## src/rtl/uirq_pkg.sv

```systemverilog
package uirq_pkg;

  // Index of the qualifying (top) bit for a given word-length mode.
  function automatic int top_index(input logic wide, input int data_w);
    return wide ? data_w : data_w - 1;
  endfunction

  // Value of the qualifying bit of a received word.
  function automatic logic top_bit(input logic [15:0] word, input logic wide,
                                   input int data_w);
    return word[top_index(wide, data_w)];
  endfunction

  // Effective parity: suppressed while address detect is active.
  function automatic logic eff_parity(input logic req, input logic addr_mode);
    return req & ~addr_mode;
  endfunction

endpackage

```

## src/rtl/uirq_tx_cond.sv

```systemverilog
module uirq_tx_cond (
  input  logic clk,
  input  logic rst_n,
  input  logic empty_i,
  input  logic done_i,
  input  logic empty_en_i,
  input  logic done_en_i,
  output logic tx_req_o
);
  logic empty_hit;
  logic done_hit;

  assign empty_hit = empty_i & empty_en_i;
  assign done_hit  = done_i  & done_en_i;
  assign tx_req_o  = empty_hit | done_hit;

  AST_TX_MASKED: assert property (@(posedge clk) disable iff (!rst_n)
    (!empty_en_i && !done_en_i) |-> !tx_req_o);
  AST_TX_DONE_OWN: assert property (@(posedge clk) disable iff (!rst_n)
    (!empty_i && done_i && done_en_i) |-> tx_req_o);
endmodule

```

## src/rtl/uirq_rx_qual.sv

```systemverilog
module uirq_rx_qual #(
  parameter int DATA_W = 8
) (
  input  logic              clk,
  input  logic              rst_n,
  input  logic              avail_i,
  input  logic              overrun_i,
  input  logic [DATA_W:0]   word_i,
  input  logic              wide_i,
  input  logic              addr_mode_i,
  input  logic              rx_en_i,
  output logic              data_hit_o,
  output logic              rx_req_o
);
  import uirq_pkg::*;

  localparam int WORD_W = DATA_W + 1;

  logic msb;
  logic addr_word;
  logic data_qual;

  assign msb        = top_bit(16'(word_i), wide_i, DATA_W);
  assign addr_word  = addr_mode_i & msb;
  assign data_qual  = ~addr_mode_i | addr_word;
  assign data_hit_o = avail_i & data_qual;
  assign rx_req_o   = rx_en_i & (data_hit_o | overrun_i);

  initial begin
    if (WORD_W > 16) $error("word width exceeds qualifier range");
  end

  AST_ADDR_FILTER: assert property (@(posedge clk) disable iff (!rst_n)
    (addr_mode_i && !msb) |-> !data_hit_o);
  AST_NOADDR_PASS: assert property (@(posedge clk) disable iff (!rst_n)
    (!addr_mode_i && avail_i) |-> data_hit_o);
  AST_RX_SHARED: assert property (@(posedge clk) disable iff (!rst_n)
    (rx_en_i && overrun_i) |-> rx_req_o);
endmodule

```

## src/rtl/uirq_merge.sv

```systemverilog
module uirq_merge (
  input  logic clk,
  input  logic rst_n,
  input  logic tx_req_i,
  input  logic rx_req_i,
  input  logic uart_en_i,
  input  logic global_en_i,
  output logic irq_o
);
  logic any_src;
  logic gate_ok;
  logic irq_nxt;

  assign any_src = tx_req_i | rx_req_i;
  assign gate_ok = uart_en_i & global_en_i;
  assign irq_nxt = any_src & gate_ok;

  always_ff @(posedge clk or negedge rst_n) begin
    if (!rst_n) irq_o <= 1'b0;
    else        irq_o <= irq_nxt;
  end

  AST_GATE: assert property (@(posedge clk) disable iff (!rst_n)
    irq_o |-> $past(uart_en_i && global_en_i));
  AST_QUIET: assert property (@(posedge clk) disable iff (!rst_n)
    !$past(any_src) |-> !irq_o);
  AST_RESET_LOW: assert property (@(posedge clk)
    !rst_n |-> !irq_o);
endmodule

```

## src/rtl/uart_irq_qualifier.sv

```systemverilog
module uart_irq_qualifier #(
  parameter int DATA_W = 8
) (
  input  logic            clk,
  input  logic            rst_n,
  input  logic            tx_empty_i,
  input  logic            tx_done_i,
  input  logic            rx_avail_i,
  input  logic            rx_overrun_i,
  input  logic [DATA_W:0] rx_word_i,
  input  logic            wide_mode_i,
  input  logic            addr_mode_i,
  input  logic            parity_req_i,
  input  logic            tx_empty_en_i,
  input  logic            tx_done_en_i,
  input  logic            rx_en_i,
  input  logic            uart_en_i,
  input  logic            global_en_i,
  output logic            irq_o,
  output logic            parity_on_o
);
  import uirq_pkg::*;

  logic tx_req;
  logic rx_req;
  logic data_hit;

  uirq_tx_cond u_tx (
    .clk        (clk),
    .rst_n      (rst_n),
    .empty_i    (tx_empty_i),
    .done_i     (tx_done_i),
    .empty_en_i (tx_empty_en_i),
    .done_en_i  (tx_done_en_i),
    .tx_req_o   (tx_req)
  );

  uirq_rx_qual #(.DATA_W(DATA_W)) u_rx (
    .clk         (clk),
    .rst_n       (rst_n),
    .avail_i     (rx_avail_i),
    .overrun_i   (rx_overrun_i),
    .word_i      (rx_word_i),
    .wide_i      (wide_mode_i),
    .addr_mode_i (addr_mode_i),
    .rx_en_i     (rx_en_i),
    .data_hit_o  (data_hit),
    .rx_req_o    (rx_req)
  );

  uirq_merge u_merge (
    .clk         (clk),
    .rst_n       (rst_n),
    .tx_req_i    (tx_req),
    .rx_req_i    (rx_req),
    .uart_en_i   (uart_en_i),
    .global_en_i (global_en_i),
    .irq_o       (irq_o)
  );

  assign parity_on_o = eff_parity(parity_req_i, addr_mode_i);

  AST_PARITY_EXCL: assert property (@(posedge clk) disable iff (!rst_n)
    addr_mode_i |-> !parity_on_o);
  AST_DATA_NEEDS_AVAIL: assert property (@(posedge clk) disable iff (!rst_n)
    data_hit |-> rx_avail_i);
endmodule

```

## config.mk

```make
export PLATFORM = sky130hd
export DESIGN_NAME = uart_irq_qualifier
export DESIGN_NICKNAME = d
export VERILOG_FILES = /design/src/rtl/uirq_pkg.sv /design/src/rtl/uirq_tx_cond.sv /design/src/rtl/uirq_rx_qual.sv /design/src/rtl/uirq_merge.sv /design/src/rtl/uart_irq_qualifier.sv
export SDC_FILE = /design/constraint.sdc
export NUM_CORES = 1
export LEC_CHECK = 0
export BUFFER_PORTS_ARGS = -buffer_cell sky130_fd_sc_hd__buf_2
export CAP_MARGIN = 20
export CORE_AREA = 2 2 39 41
export DETAILED_ROUTE_END_ITERATION = 10
export DIE_AREA = 0 0 41 43
export PLACE_DENSITY = 0.31
export SLEW_MARGIN = 25
export SYNTH_ARGS = -nofsm -noshare
export SYNTH_HDL_FRONTEND = slang
export SYNTH_SLANG_ARGS = --single-unit
```

## constraint.sdc

```tcl
create_clock -name clk -period 0.8 [get_ports clk]
set_input_delay 0.08 -clock clk [delete_from_list [all_inputs] [get_ports clk]]
set_output_delay 0.08 -clock clk [all_outputs]
set_load 0.02 [all_outputs]
```

* Yosys cells after proc, flatten, opt, wreduce, memory -nomap -nowiden *
Cells that the tools add are included.

operators by class
  multiply operators = 0
  $lt $le $gt $ge = 1
  shift-type cells = 0
  divide/modulo/power cells = 0
  bitwise operators = 13
  muxes and demuxes = 4
  equal/unequal tests = 0
  add/sub/neg operators = 0
  reduce and logical (&&, ||, !) cells = 0

operators by type and width
  kind                 number
  $lt 32x6->1 const B  1
  $and 1x1->1          8
  $bmux 1 s4           1
  $mux 4               1
  $or 1x1->1           4
  $mux 1               2
  $not 1->1            1

storage, ports and cells
  input port bits = 23
  bits in registers = 1
  memory bits (read-only) = 0
  memories kept = 0
  memory bits (writable) = 0
  logic and storage cells = 19
  latch bits = 0

* Logic depth before layout (Yosys ltp) *
  depth in word-level cells = 11
  gate-level depth with buffers = 3
  depth with buffers taken out = 3

* Hierarchy *
From an unflattened synthesis, not the netlist that was laid out.

unflattened totals
  cells, all modules = 9
  area total of the unflattened synthesis = 90.1 µm²

by module, submodules not included
  module              cells an instance  area an instance (µm²)  times used
  uirq_merge          2                  35.0                    1
  uirq_rx_qual        5                  32.5                    1
  uart_irq_qualifier  1                  13.8                    1
  uirq_tx_cond        1                  8.8                     1

* Least setup slack after synthesis *
Ideal clock, no wire load.

  kind = input to register
  from = in wide_mode_i
  to = reg u_merge.irq_o
  buffers on the path = 0
  library setup time = 124 ps
  slack = 172 ps
  arrival = 504 ps
  stages = 3
  cell sequence = mux2i_1 a21oi_1 or2_1

between the ends
  longest elaborated chain between the ends = 11

RTL lines
  item                                       RTL line                  RTL
  from (decl)                                uart_irq_qualifier.sv:11  input logic wide_mode_i,
  $mux 4                                     uirq_pkg.sv:5             return wide ? data_w : data_w - 1;
  $bmux 1 s4                                 uirq_pkg.sv:11            return word[top_index(wide, data_w)];
  $mux 1 (not written as such) (2 in a row)  uirq_pkg.sv:11
  $and 1x1->1                                uirq_rx_qual.sv:24        assign addr_word = addr_mode_i & msb;
  $or 1x1->1                                 uirq_rx_qual.sv:25        assign data_qual = ~addr_mode_i | addr_word;
  $and 1x1->1                                uirq_rx_qual.sv:26        assign data_hit_o = avail_i & data_qual;
  $or 1x1->1                                 uirq_rx_qual.sv:27        assign rx_req_o = rx_en_i & (data_hit_o | overrun_i);
  $and 1x1->1                                uirq_rx_qual.sv:27
  $or 1x1->1                                 uirq_merge.sv:14          assign any_src = tx_req_i | rx_req_i;
  $and 1x1->1                                uirq_merge.sv:16          assign irq_nxt = any_src & gate_ok;
  via u_merge.irq_nxt                        uirq_merge.sv:12          logic irq_nxt;
  to (signal assigned)                       uirq_merge.sv:20          else irq_o <= irq_nxt;
  to (decl)                                  uirq_merge.sv:8           output logic irq_o

The timed path passes the listed nets, and every way through them passes these cells. The select of a mux whose other input is x is not followed.

* Worst setup path in the final report *
  from = in tx_done_en_i
  to = reg u_merge.irq_o

between the ends
  longest elaborated chain between the ends = 4

RTL lines
  item                 RTL line                  RTL
  from (decl)          uart_irq_qualifier.sv:15  input logic tx_done_en_i,
  $and 1x1->1          uirq_tx_cond.sv:14        assign done_hit = done_i & done_en_i;
  $or 1x1->1           uirq_tx_cond.sv:15        assign tx_req_o = empty_hit | done_hit;
  $or 1x1->1           uirq_merge.sv:14
  $and 1x1->1          uirq_merge.sv:16
  via u_merge.irq_nxt  uirq_merge.sv:12

The timed path passes the listed nets, and every way through them passes these cells.

==> flow_metrics.env <==
export IMPL_outcome="finished clean"
export IMPL_peakVddDrop_mv=0.148
export IMPL_largest_reg_flops=1
export IMPL_track_usage=0.0410
export IMPL_yosysWarnings=0
export IMPL_critical_path_startpoint_type="primary input"
export IMPL_critPathKind="primary input to register"
export IMPL_tns_ns=0
export IMPL_critPathBufInv=1
export IMPL_syn_nets=33
export IMPL_drc=0
export IMPL_multi_input_area_um2=58.8
export IMPL_dieArea_mm2=0.00176
export IMPL_path_max_fanout=1
export IMPL_fin_crit_sh=0.942
export IMPL_crit_path_end_kind="register"
export IMPL_place_ws_ns=0.0264
export IMPL_whs_ns=0.391
export IMPL_cellPowerDensity_mw_per_mm2=659
export IMPL_slowest_stage="or2_1"
export IMPL_postCtsSetupBuffers=0
export IMPL_routed_wl_um=423
export IMPL_grt_pass1_vias=126
export IMPL_slew_headroom=0.914
export IMPL_synthesis_area_um2=78.8
export IMPL_report_final_slew_viol_count=0
export IMPL_cp_depth=4
export IMPL_gp_congestion=0.591
export IMPL_nFillCells=159
export IMPL_gr_total_overflow=0
export IMPL_worstPathArrival_ns=0.63
export IMPL_core_area_mm2=0.00138
export IMPL_final_hold_viol_count=0
export IMPL_io_buffers=17
export IMPL_via_count=142
export IMPL_synth_seq_cells=1
export IMPL_avgRoutedWirePerCell_um=9.61
export IMPL_die_y_um=43
export IMPL_reg_largest_list="u_merge.irq_o x1"
export IMPL_largest_register="u_merge.irq_o"
export IMPL_ant_nets=0
export IMPL_rsz0062_at_grt="true"
export IMPL_die_w_um=41
export IMPL_period_needed_ns=0.754
export IMPL_layout_setup_ws_ns=0.0463
export IMPL_setup_violations=0
export IMPL_critical_path_top_delay_family="compound AO/OA/AOI/OAI gates"
export IMPL_grt_pass1_wl_um=510
export IMPL_leakagePower_nw=0.114
export IMPL_viasPerCell=3.23
export IMPL_worst_slew_pin_slew_ns=0.125
export IMPL_first_iter_violations=1
export IMPL_syn_avg_cell_area_um2=7.88
export IMPL_start_util=0.0570
export IMPL_grt_max_degree=3
export IMPL_layout_nets=53
export IMPL_path_clk_slew_ns=0
export IMPL_row_count=14
export IMPL_min_path_type="primary input to async pin"
export IMPL_path_cells="buf_6, a22oi_2, a21oi_1, or2_1"
export IMPL_total_power_w=0.000139
export IMPL_final_cell_mix="15 x buf_2, 2 x a21oi_1, 2 x nand2_1, 2 x buf_6"
export IMPL_drive_above_1_share=0.643
export IMPL_cap_violations=0
export IMPL_crit_required_ns=0.67
export IMPL_area_growth_syn_to_layout_pct=168
export IMPL_layout_area_seq_um2=25.0
export IMPL_fmax_mhz=1330
export IMPL_dr_pass1_iters=2
export IMPL_mostFrequentLayoutCell="buf_2"
export IMPL_n_antenna_cell=0
export IMPL_io_pins=25
export IMPL_syn_inst=10
export IMPL_ys_seq_area_frac=0.317
export IMPL_max_stage_delay_ns=0.22
export IMPL_antenna_found_initial=0
export IMPL_synth_distinct_cells=8
synthesized netlist by cell type:
cell type	instances	area [um^2]
or2_1	1	6.26
nand2_1	2	7.51
nand4_1	1	6.26
nor2b_1	1	6.26
mux2i_1	1	10.0
a21oi_1	2	10.0
dfrtp_1	1	25.0
a22oi_1	1	7.51
what timing repair did:
| action | CTS | global route |
|---|---|---|
| endpoints found under the setup margin | 0 | 1 |
| hold buffers | 1 | 0 |
| endpoints found under the hold margin | 1 | 0 |
| gates resized for setup | 0 | 3 |
report_power, final:
| group | total, W | leakage, nW | internal [W] | switching [W] |
|---|---|---|---|---|
| sequential | 0.0000554 | 0.0132 | 0.0000549 | 0.000000523 |
| clock | 0 | 0 | 0 | 0 |
| combinational | 0.0000840 | 0.101 | 0.0000500 | 0.0000340 |
| total | 0.000139 | 0.114 | 0.000105 | 0.0000345 |
through the flow:
step | util | area, um^2 | instances
detailed placement | 0.133 | 184 | 43
global placement | 0.133 | 184 | 43
global route | 0.153 | 211 | 44
CTS | 0.140 | 194 | 44
floorplan | - | 78.8 | 10
finish | 0.153 | 211 | 44
cell type report:
class	count	area share
multi-input combinational	9	0.278
sequential	1	0.118
tap	16	0.0947
timing repair buffer	18	0.509
final timing paths:
path,start,endpoint,slack (ns)
max,tx_done_en_i,u_merge.irq_o,0.05
min,rst_n,u_merge.irq_o,0.39
max in group asynchronous,rst_n,u_merge.irq_o,0.32
min in group clk,addr_mode_i,parity_on_o,0.45
metal layers:
metal,wire length [um],GRT usage,part of all wire
met3,113,0.0314,0.27
met2,66,0.0281,0.16
met4,0,0,0
met1,243,0.0828,0.57
met5,0,0,0
kinds of logic (layout without fill, tap and decap cells):
| family | Yosys count | in the layout | synth area share |
|---|---|---|---|
| flip-flops | 1 | 1 | 0.317 |
| AO/OA/AOI/OAI | 3 | 3 | 0.222 |
| buffers and inverters | 0 | 18 | 0 |
| multiplexers | 1 | 1 | 0.127 |
| AND/OR/NAND/NOR | 5 | 5 | 0.334 |
Note: power is estimated with default switching activity, not from simulation.
